--- config.mk ---
export PLATFORM = sky130hd
export DESIGN_NAME = lane_sat_sub
export DESIGN_NICKNAME = d
export VERILOG_FILES = /design/src/rtl/lss_pkg.sv /design/src/rtl/lss_decode.sv /design/src/rtl/lss_slice.sv /design/src/rtl/lss_lanes.sv /design/src/rtl/lss_sticky.sv /design/src/rtl/lane_sat_sub.sv
export SDC_FILE = /design/constraint.sdc
export NUM_CORES = 1
export LEC_CHECK = 0
export ABC_CLOCK_PERIOD_IN_PS = 1200
export BUFFER_PORTS_ARGS = -buffer_cell sky130_fd_sc_hd__buf_2
export CAP_MARGIN = 20
export CORE_MARGIN = 5
export CORE_UTILIZATION = 25
export CTS_CLUSTER_DIAMETER = 100
export DETAILED_ROUTE_END_ITERATION = 16
export PLACE_DENSITY = 0.41
export SLEW_MARGIN = 20
export SYNTH_ARGS = -nofsm -noshare
export SYNTH_HDL_FRONTEND = slang
export SYNTH_HIERARCHICAL = 1
export SYNTH_SLANG_ARGS = --single-unit
--- constraint.sdc ---
create_clock -name clk_i -period 1.2 [get_ports clk_i]
set_input_delay 0.06 -clock clk_i [delete_from_list [all_inputs] [get_ports clk_i]]
set_output_delay 0.06 -clock clk_i [all_outputs]
set_load 0.02 [all_outputs]
--- src/rtl/lss_pkg.sv ---
package lss_pkg;
  localparam int unsigned SLICE_W    = 8;
  localparam int unsigned NUM_SIZES  = 4;
  localparam int unsigned SIZE_W     = 2;
  localparam logic [31:0] INSN_MASK  = 32'hBF20FC00;
  localparam logic [31:0] INSN_MATCH = 32'h2E202C00;
  localparam int unsigned Q_BIT      = 30;
  localparam int unsigned SIZE_LSB   = 22;
  localparam int unsigned RD_LSB     = 0;

  typedef enum logic [SIZE_W-1:0] {
    SZ_8  = 2'b00,
    SZ_16 = 2'b01,
    SZ_32 = 2'b10,
    SZ_64 = 2'b11
  } lane_size_e;

  typedef struct packed {
    logic       hit;
    logic       illegal;
    logic       wide;
    lane_size_e size;
    logic [4:0] rd;
  } dec_t;
endpackage

--- src/rtl/lss_decode.sv ---
module lss_decode
  import lss_pkg::*;
(
  input  logic [31:0] insn_i,
  output dec_t        dec_o
);
  always_comb begin
    dec_o.hit     = (insn_i & INSN_MASK) == INSN_MATCH;
    dec_o.wide    = insn_i[Q_BIT];
    dec_o.size    = lane_size_e'(insn_i[SIZE_LSB +: SIZE_W]);
    dec_o.rd      = insn_i[RD_LSB +: 5];
    dec_o.illegal = !insn_i[Q_BIT] && (dec_o.size == SZ_64);
  end
endmodule

--- src/rtl/lss_slice.sv ---
module lss_slice #(
  parameter int unsigned W = 8
) (
  input  logic [W-1:0] a_i,
  input  logic [W-1:0] b_i,
  input  logic         bin_i,
  output logic [W-1:0] d_o,
  output logic         bout_o
);
  logic [W:0] t;
  assign t      = {1'b0, a_i} - {1'b0, b_i} - {{W{1'b0}}, bin_i};
  assign d_o    = t[W-1:0];
  assign bout_o = t[W];
endmodule

--- src/rtl/lss_lanes.sv ---
module lss_lanes
  import lss_pkg::*;
#(
  parameter int unsigned DATA_W = 128
) (
  input  logic [DATA_W-1:0] a_i,
  input  logic [DATA_W-1:0] b_i,
  input  lane_size_e        size_i,
  input  logic              wide_i,
  output logic [DATA_W-1:0] res_o,
  output logic              sat_o
);
  localparam int unsigned NSL  = DATA_W / SLICE_W;
  localparam int unsigned HALF = NSL / 2;

  logic [NSL-1:0] bout, bin, active, clamp, is_top;
  logic [SLICE_W-1:0] diff [NSL];
  logic [NUM_SIZES-1:0] start_m [NSL];
  logic [NUM_SIZES-1:0] top_m   [NSL];
  logic [NUM_SIZES-1:0] clamp_m [NSL];

  for (genvar s = 0; s < NSL; s++) begin : g_slice
    for (genvar k = 0; k < NUM_SIZES; k++) begin : g_size
      localparam int unsigned SPAN = 1 << k;
      assign start_m[s][k] = (s % SPAN) == 0;
      assign top_m[s][k]   = (s % SPAN) == SPAN - 1;
      assign clamp_m[s][k] = bout[s | (SPAN - 1)];
    end

    if (s == 0) begin : g_first
      assign bin[s] = 1'b0;
    end else begin : g_rest
      assign bin[s] = start_m[s][size_i] ? 1'b0 : bout[s-1];
    end

    lss_slice #(.W(SLICE_W)) u_slice (
      .a_i    (a_i[s*SLICE_W +: SLICE_W]),
      .b_i    (b_i[s*SLICE_W +: SLICE_W]),
      .bin_i  (bin[s]),
      .d_o    (diff[s]),
      .bout_o (bout[s])
    );

    assign active[s] = wide_i || (s < HALF);
    assign clamp[s]  = clamp_m[s][size_i];
    assign is_top[s] = top_m[s][size_i];
    assign res_o[s*SLICE_W +: SLICE_W] =
      (active[s] && !clamp[s]) ? diff[s] : '0;
  end

  // Lane saturates when its top slice borrows out
  assign sat_o = |(active & is_top & bout);
endmodule

--- src/rtl/lss_sticky.sv ---
module lss_sticky (
  input  logic clk_i,
  input  logic rst_ni,
  input  logic set_i,
  input  logic clr_i,
  output logic q_o
);
  always_ff @(posedge clk_i or negedge rst_ni) begin
    if (!rst_ni) q_o <= 1'b0;
    else         q_o <= set_i | (q_o & ~clr_i);
  end
endmodule

--- src/rtl/lane_sat_sub.sv ---
module lane_sat_sub
  import lss_pkg::*;
#(
  parameter int unsigned DATA_W = 128
) (
  input  logic              clk_i,
  input  logic              rst_ni,
  input  logic              valid_i,
  input  logic [31:0]       insn_i,
  input  logic [DATA_W-1:0] opa_i,
  input  logic [DATA_W-1:0] opb_i,
  input  logic              sat_clr_i,
  output logic              valid_o,
  output logic              illegal_o,
  output logic [DATA_W-1:0] res_o,
  output logic [4:0]        rd_o,
  output logic              sat_o
);
  dec_t              dec;
  logic [DATA_W-1:0] lane_res;
  logic              lane_sat;
  logic              accept;

  lss_decode u_dec (.insn_i(insn_i), .dec_o(dec));

  lss_lanes #(.DATA_W(DATA_W)) u_lanes (
    .a_i    (opa_i),
    .b_i    (opb_i),
    .size_i (dec.size),
    .wide_i (dec.wide),
    .res_o  (lane_res),
    .sat_o  (lane_sat)
  );

  assign accept = valid_i && dec.hit && !dec.illegal;

  always_ff @(posedge clk_i or negedge rst_ni) begin
    if (!rst_ni) begin
      valid_o   <= 1'b0;
      illegal_o <= 1'b0;
      res_o     <= '0;
      rd_o      <= '0;
    end else begin
      valid_o   <= accept;
      illegal_o <= valid_i && dec.hit && dec.illegal;
      if (accept) begin
        res_o <= lane_res;
        rd_o  <= dec.rd;
      end
    end
  end

  lss_sticky u_sticky (
    .clk_i  (clk_i),
    .rst_ni (rst_ni),
    .set_i  (accept && lane_sat),
    .clr_i  (sat_clr_i),
    .q_o    (sat_o)
  );
endmodule

**Yosys cells after proc, flatten, opt, wreduce, memory -nomap -nowiden**

Cells that the tools add are included.

- Input port bits: 292
- Bits in registers: 136

- Add/sub/neg operators: 31
- Bitwise logic cells: 5
- Order comparisons: 1
- Muxes and demuxes: 71
- Equal/unequal tests: 2
- Reductions and logical operators: 24

Operators with widths:

| cell | count |
|---|---|
| $sub A8 B8 Y9 | 16 |
| $sub A9 B1 Y9 | 15 |
| $mux W8 | 16 |
| $bmux W1 S2 | 20 |
| $mux W1 | 35 |
| $and A16 B16 Y16 | 2 |
| $reduce_or A16 Y1 | 1 |
| $eq A14 B13 Y1 const B | 1 |
| $logic_and A1 B1 Y1 | 13 |
| $logic_not A1 Y1 | 10 |
| $lt A2 B3 Y1 const B | 1 |
| $eq A2 B2 Y1 const B | 1 |
| $and A1 B1 Y1 | 1 |
| $not A1 Y1 | 1 |
| $or A1 B1 Y1 | 1 |

**Logic depth before layout (Yosys ltp)**

- Word-level depth: 37
- Gate-level depth with buffers: 76
- Gate-level depth less buffers: 76

**By module**

Netlist, hierarchy kept.

By module, submodules not included:

| module | instances | cells an instance | area each (um^2) |
|---|---|---|---|
| lane_sat_sub | 1 | 288 | 5,212.5 |
| lss_slice (u_lanes.g_slice[0].u_slice ...) | 8 | 76 | 554.3 |
| lss_slice (u_lanes.g_slice[2].u_slice ...) | 8 | 73 | 539.3 |
| lss_lanes | 1 | 203 | 1,288.7 |
| lss_decode | 1 | 15 | 113.9 |
| lss_sticky | 1 | 3 | 36.3 |

**Least setup slack after synthesis**

OpenSTA, ideal clock, no wires.

- Path type: in2reg
- Start point: in opa_i[7]
- End point: reg res_o[48]
- Required time: 1.075 ns
- Path slack: -11.982 ns
- Setup time: 0.125 ns
- Stages: 69
- Arrival: 13.058 ns
- Buffers on the path: 1
- Cells stage by stage: inv_1 ha_1 inv_1 ha_1 a21oi_2 mux2i_1 o21ai_0 a211o_1 and2b_1 inv_1 fa_1 inv_1 fa_1 a21boi_1 o211ai_2 nor2_1 a211o_1 and2_1 [33 not listed] fa_1 fa_1 nand2b_1 a21oi_2 o2111ai_1 nand3_1 and2b_1 inv_1 fa_1 fa_1 nand2b_1 a21oi_2 o2111ai_1 nand3_1 clkbuf_1 mux2i_1 and2_1 mux2_2

- Cells in the longest elaborated chain, start to end: 18

RTL lines:

| what | RTL line | text |
|---|---|---|
| start, declared | lane_sat_sub.sv:10 | `input logic [DATA_W-1:0] opa_i,` |
| $sub A8 B8 Y9 | lss_slice.sv:11 | `assign t = {1'b0, a_i} - {1'b0, b_i} - {{W{1'b0}}, bin_i};` |
| net u_lanes.bout[0] | lss_lanes.sv:16 | `logic [NSL-1:0] bout, bin, active, clamp, is_top;` |
| $mux W1 | lss_lanes.sv:33 | `assign bin[s] = start_m[s][size_i] ? 1'b0 : bout[s-1];` |
| net u_lanes.bin[1] | lss_lanes.sv:16 |  |
| $sub A9 B1 Y9 | lss_slice.sv:11 |  |
| net u_lanes.bout[1] | lss_lanes.sv:16 |  |
| $mux W1 | lss_lanes.sv:33 |  |
| net u_lanes.bin[2] | lss_lanes.sv:16 |  |
| [1 not listed] | -- |  |
| net u_lanes.bout[2] | lss_lanes.sv:16 |  |
| [1 not listed] | -- |  |
| net u_lanes.bin[3] | lss_lanes.sv:16 |  |
| [1 not listed] | -- |  |
| net u_lanes.bout[3] | lss_lanes.sv:16 |  |
| [1 not listed] | -- |  |
| net u_lanes.bin[4] | lss_lanes.sv:16 |  |
| [1 not listed] | -- |  |
| net u_lanes.bout[4] | lss_lanes.sv:16 |  |
| [1 not listed] | -- |  |
| net u_lanes.bin[5] | lss_lanes.sv:16 |  |
| [1 not listed] | -- |  |
| net u_lanes.bout[5] | lss_lanes.sv:16 |  |
| [1 not listed] | -- |  |
| net u_lanes.bin[6] | lss_lanes.sv:16 |  |
| [1 not listed] | -- |  |
| net u_lanes.bout[6] | lss_lanes.sv:16 |  |
| $mux W1 | lss_lanes.sv:33 |  |
| net u_lanes.bin[7] | lss_lanes.sv:16 |  |
| $sub A9 B1 Y9 | lss_slice.sv:11 |  |
| net u_lanes.bout[7] | lss_lanes.sv:16 |  |
| $bmux W1 S2 | lss_lanes.sv:45 | `assign clamp[s] = clamp_m[s][size_i];` |
| $mux W1 (not written as such) | lss_lanes.sv:45 |  |
| $mux W8 | lss_lanes.sv:48 | `(active[s] && !clamp[s]) ? diff[s] : '0;` |
| net lane_res[48] | lane_sat_sub.sv:20 | `logic [DATA_W-1:0] lane_res;` |
| end signal, assigned | lane_sat_sub.sv:47 | `res_o <= lane_res;` |
| end, declared | lane_sat_sub.sv:15 | `output logic [DATA_W-1:0] res_o,` |

The timed path passes the listed nets, and every way through them passes these cells. The select of a mux whose other input is x is not followed.
A chain may end at the register's enable or synchronous reset.

**Worst setup path after layout**

- Start point: in opb_i[64]
- End point: reg res_o[71]

- Cells in the longest elaborated chain, start to end: 21

RTL lines:

| what | RTL line | text |
|---|---|---|
| start, declared | lane_sat_sub.sv:11 | `input logic [DATA_W-1:0] opb_i,` |
| $sub A8 B8 Y9 | lss_slice.sv:11 |  |
| $sub A9 B1 Y9 | lss_slice.sv:11 |  |
| net u_lanes.bout[8] | lss_lanes.sv:16 |  |
| $mux W1 | lss_lanes.sv:33 |  |
| net u_lanes.bin[9] | lss_lanes.sv:16 |  |
| $sub A9 B1 Y9 | lss_slice.sv:11 |  |
| net u_lanes.bout[9] | lss_lanes.sv:16 |  |
| $mux W1 | lss_lanes.sv:33 |  |
| net u_lanes.bin[10] | lss_lanes.sv:16 |  |
| [1 not listed] | -- |  |
| net u_lanes.bout[10] | lss_lanes.sv:16 |  |
| [1 not listed] | -- |  |
| net u_lanes.bin[11] | lss_lanes.sv:16 |  |
| [1 not listed] | -- |  |
| net u_lanes.bout[11] | lss_lanes.sv:16 |  |
| [1 not listed] | -- |  |
| net u_lanes.bin[12] | lss_lanes.sv:16 |  |
| [1 not listed] | -- |  |
| net u_lanes.bout[12] | lss_lanes.sv:16 |  |
| [1 not listed] | -- |  |
| net u_lanes.bin[13] | lss_lanes.sv:16 |  |
| [1 not listed] | -- |  |
| net u_lanes.bout[13] | lss_lanes.sv:16 |  |
| [1 not listed] | -- |  |
| net u_lanes.bin[14] | lss_lanes.sv:16 |  |
| [1 not listed] | -- |  |
| net u_lanes.bout[14] | lss_lanes.sv:16 |  |
| [1 not listed] | -- |  |
| net u_lanes.bin[15] | lss_lanes.sv:16 |  |
| $sub A9 B1 Y9 | lss_slice.sv:11 |  |
| net u_lanes.bout[15] | lss_lanes.sv:16 |  |
| $bmux W1 S2 | lss_lanes.sv:45 |  |
| $mux W1 (not written as such) | lss_lanes.sv:45 |  |
| $logic_not A1 Y1 | lss_lanes.sv:48 |  |
| $logic_and A1 B1 Y1 | lss_lanes.sv:48 |  |
| $mux W8 | lss_lanes.sv:48 |  |
| net lane_res[71] | lane_sat_sub.sv:20 |  |

The timed path passes the listed nets, and every way through them passes these cells. The select of a mux whose other input is x is not followed.

==> metrics.md <==
| Metric | Value |
|---|---|
| Max-Cap Viols | `0` |
| Overall global routing resource usage | `between 10% and 20%` |
| Fraction of layout cells with a size suffix above 1 | `approximately half` |
| FF-to-FF path depth | `1` |
| TritonCTS Sinks | `~140` |
| Peak supply drop | `between 0.0008 and 0.0009 V` |
| Clock buffer depth | `2` |
| Critical Path Source | `opb_i[64]` |
| CTS Buf Count | `17` |
| Final Cycle Share | `1030%` |
| Req. time, crit path | `roughly 1.6 ns` |
| #FFs+latches synth | `roughly 140` |
| Final antenna-violating net count | `0` |
| Register Area | `around 3400 um^2` |
| Crit-path max cell delay | `around 0.38 ns` |
| H-tree depth | `4` |
| Detailed Place HPWL | `43900 um` |
| Drt pass-1 iters | `5` |
| Gr ovfl total | `0` |
| Final setup fails | `134` |
| Area of the core | `61400 um^2` |
| Vias in the first global route | `14600` |
| Placed Cells | `approximately 3200` |
| CP Max Fanout | `8` |
| Failing checks | `setup timing` |
| Root Buffer | `clkbuf_16` |
| Most frequent CP cell | `fa_2` |
| Area of the multi-input gates | `11100 um^2` |
| Mean Syn Cell Area | `around 9 um^2` |
| I/O pin total | `between 400 and 500` |
| DR vias | `14000` |
| Clk_lat worst skew | `0.47 ns` |
| Max Clock Freq | `80.8 MHz` |
| Fin cells | `3260` |
| Area delta synth->final | `45.3%` |
| Syn. warnings | `6` |
| Slew Limit Fails | `0` |
| Initial antenna violation count | `4` |
| Worst r2r src | `res_o[14]$_DFFE_PN0P_` |
| Routability-driven placement congestion ratio | `roughly 0.83` |
| First-pass GRT wire length | `roughly 80000 um` |
| Crit path launch type | `input port` |
| Initial core utilization | `~25%` |
| Worst clock skew | `0 ns` |
| Critical Path Slowest Stage Cell | `a211o_4` |
| Post-synth EDFFs | `0` |
| # fillers | `approximately 6300` |
| Sequential area share after synthesis | `22.1%` |
| Status | `complete, but fails checks` |
| Final hold slack | `~0.036 ns` |
| CTS tree | `yes` |
| Crit Path Category | `in2reg` |
| Power density cells | `slightly above 900 nW/um^2` |
| Port-buffer cells | `about 420` |
| WL/cell | `15.7 um` |
| Yosys cell types | `56` |
| Post-synth top flop | `dfrtp_1` |
| Largest net degree at the start of global routing | `36` |
| RSZ-0062 raised after global routing | `yes` |
| Most frequent cells in the layout | `buf_2 (413), inv_1 (345), buf_4 (313)` |
| Post-Syn Area | `15400 um^2` |
| Critical path capture point type | `register` |
| CP arrival | `12.79 ns` |
| Post-Place Worst Slack | `-12.62 ns` |
| Final worst slack | `-11.17 ns` |
| Row cnt | `91` |
| Clock input transition at the sequential cells of the worst setup and hold paths | `around 0.070 ns` |
| Fin nets | `3000` |
| Final Hold Vio Count | `0` |
| Post-synth ARST share | `100%` |
| Drt first-iter violations | `about 390` |
| Die area | `roughly 67000 um^2` |
| Die width | `258 um` |
| Drt drc | `0` |
| Routed Wire Length | `approximately 51000 um` |
| Final min period | `between 10 and 15 ns` |
| Die Ht | `between 200 and 300 um` |
| Commonest non-fill, non-tap cell in the layout | `buf_2` |
| Leakage | `roughly 13 nW` |
| Class of the worst hold path | `in2async` |
| Avg Vias per Cell | `approximately 4.3` |
| Syn Inst Count | `1701` |
## registers in the layout, indices dropped and copies added, names as in the netlist
name and cells:
illegal_o 1, rd_o 5, res_o 128, u_sticky/q_o 1
valid_o 1
## worst max-delay path: cells and delay by family
family | cells | cell delay [ns]
buffers and inverters | 17 | 1.04
AND/OR/NAND/NOR | 13 | 1.89
multiplexers | 1 | 0.13
AO/OA/AOI/OAI | 24 | 4.86
adder cells (fa/ha/maj) | 16 | 4.77
## cell usage after synthesis (17+ instances only)
| cell type | instances | area share [%] |
|---|---|---|
| dfrtp_1 | 136 | 22 |
| inv_1 | 372 | 9.1 |
| a21oi_1 | 28 | 0.91 |
| mux2_4 | 48 | 4.7 |
| nand4_1 | 17 | 0.69 |
| and2b_1 | 37 | 1.8 |
| nor2b_1 | 31 | 1.3 |
| o21ai_1 | 25 | 0.81 |
| a21boi_2 | 17 | 1.2 |
| and2_1 | 108 | 4.4 |
| nand2_1 | 56 | 1.4 |
| fa_1 | 32 | 4.2 |
| nand4b_1 | 17 | 0.97 |
| nor2_1 | 63 | 1.5 |
| xnor2_1 | 40 | 2.3 |
| a21oi_2 | 33 | 1.9 |
| ha_1 | 224 | 18 |
| mux2_2 | 85 | 6.2 |
| nor3_1 | 17 | 0.55 |
| nand3_1 | 41 | 1.3 |
| xor2_1 | 40 | 2.3 |
## per-layer routing
metal	GRT usage [%]	part of all wire, %	routed length [um]
met1	17.9	43	22000
met5	0	0	0
met4	2.95	1.1	573
met2	26.9	51	26000
met3	3.97	5.1	2590
## worst paths after layout
check                                              end  slack [ns]
max in group asynchronous       res_o[108]$_DFFE_PN0P_        0.64
worst min-delay path             res_o[81]$_DFFE_PN0P_        0.04
worst max register to register   res_o[14]$_DFFE_PN0P_        0.41
min in group clk_i                 illegal_o$_DFF_PN0_        0.04
worst max-delay path             res_o[71]$_DFFE_PN0P_      -11.17
worst min register to register  u_sticky/q_o$_DFF_PN0_        0.47
## timing repair
action                                 in CTS  in global routing
pin swaps                                  20                 46
endpoints found under the hold margin     143                  0
resized for setup                          36                103
buffers inserted                            3                 35
setup endpoints to repair                 135                134
hold buffers                                8                  0
## cells by family (layout without fill, tap and decap cells)
family	Yosys count	count (layout)	synth area share (%)
AND/OR/NAND/NOR	463	463	17.3
buffers and inverters	402	1165	10.5
adder cells (fa/ha/maj)	256	256	22.4
AO/OA/AOI/OAI	218	218	11.4
multiplexers	145	145	11.7
flip-flops	136	136	22.1
XOR/XNOR	80	80	4.55
other	1	7	0.0244
## power by group
part	switching [mW]	internal [mW]	total [mW]
logic	5.27	5.94	11.2
clock network	2.29	2.73	5.02
registers	0.00208	4.59	4.59
total	7.57	13.3	20.8
## metrics by stage
stage	total power, mW	TNS [ns]	instance area (um^2)	utilization, %
finish	20.8	-1411.81	22400	36.5
global route	22.6	-1495.97	22400	36.4
CTS	20.6	-1421.82	21800	35.5
detailed placement	15.1	-1552.79	21000	34.2
global placement	15.0	-1537.48	21000	34.2
floorplan	11.0	-1358.01	15800	-
## layout make-up
type	instances	area share [%]
clock inverter	11	0.336
sequential	136	15.2
clock buffer	21	2.06
multi-input combinational	1164	49.6
antenna	5	0.0559
timing repair buffer	761	22.0
inverter	372	6.28
tap	790	4.42
(Power assumes the default switching activity.)
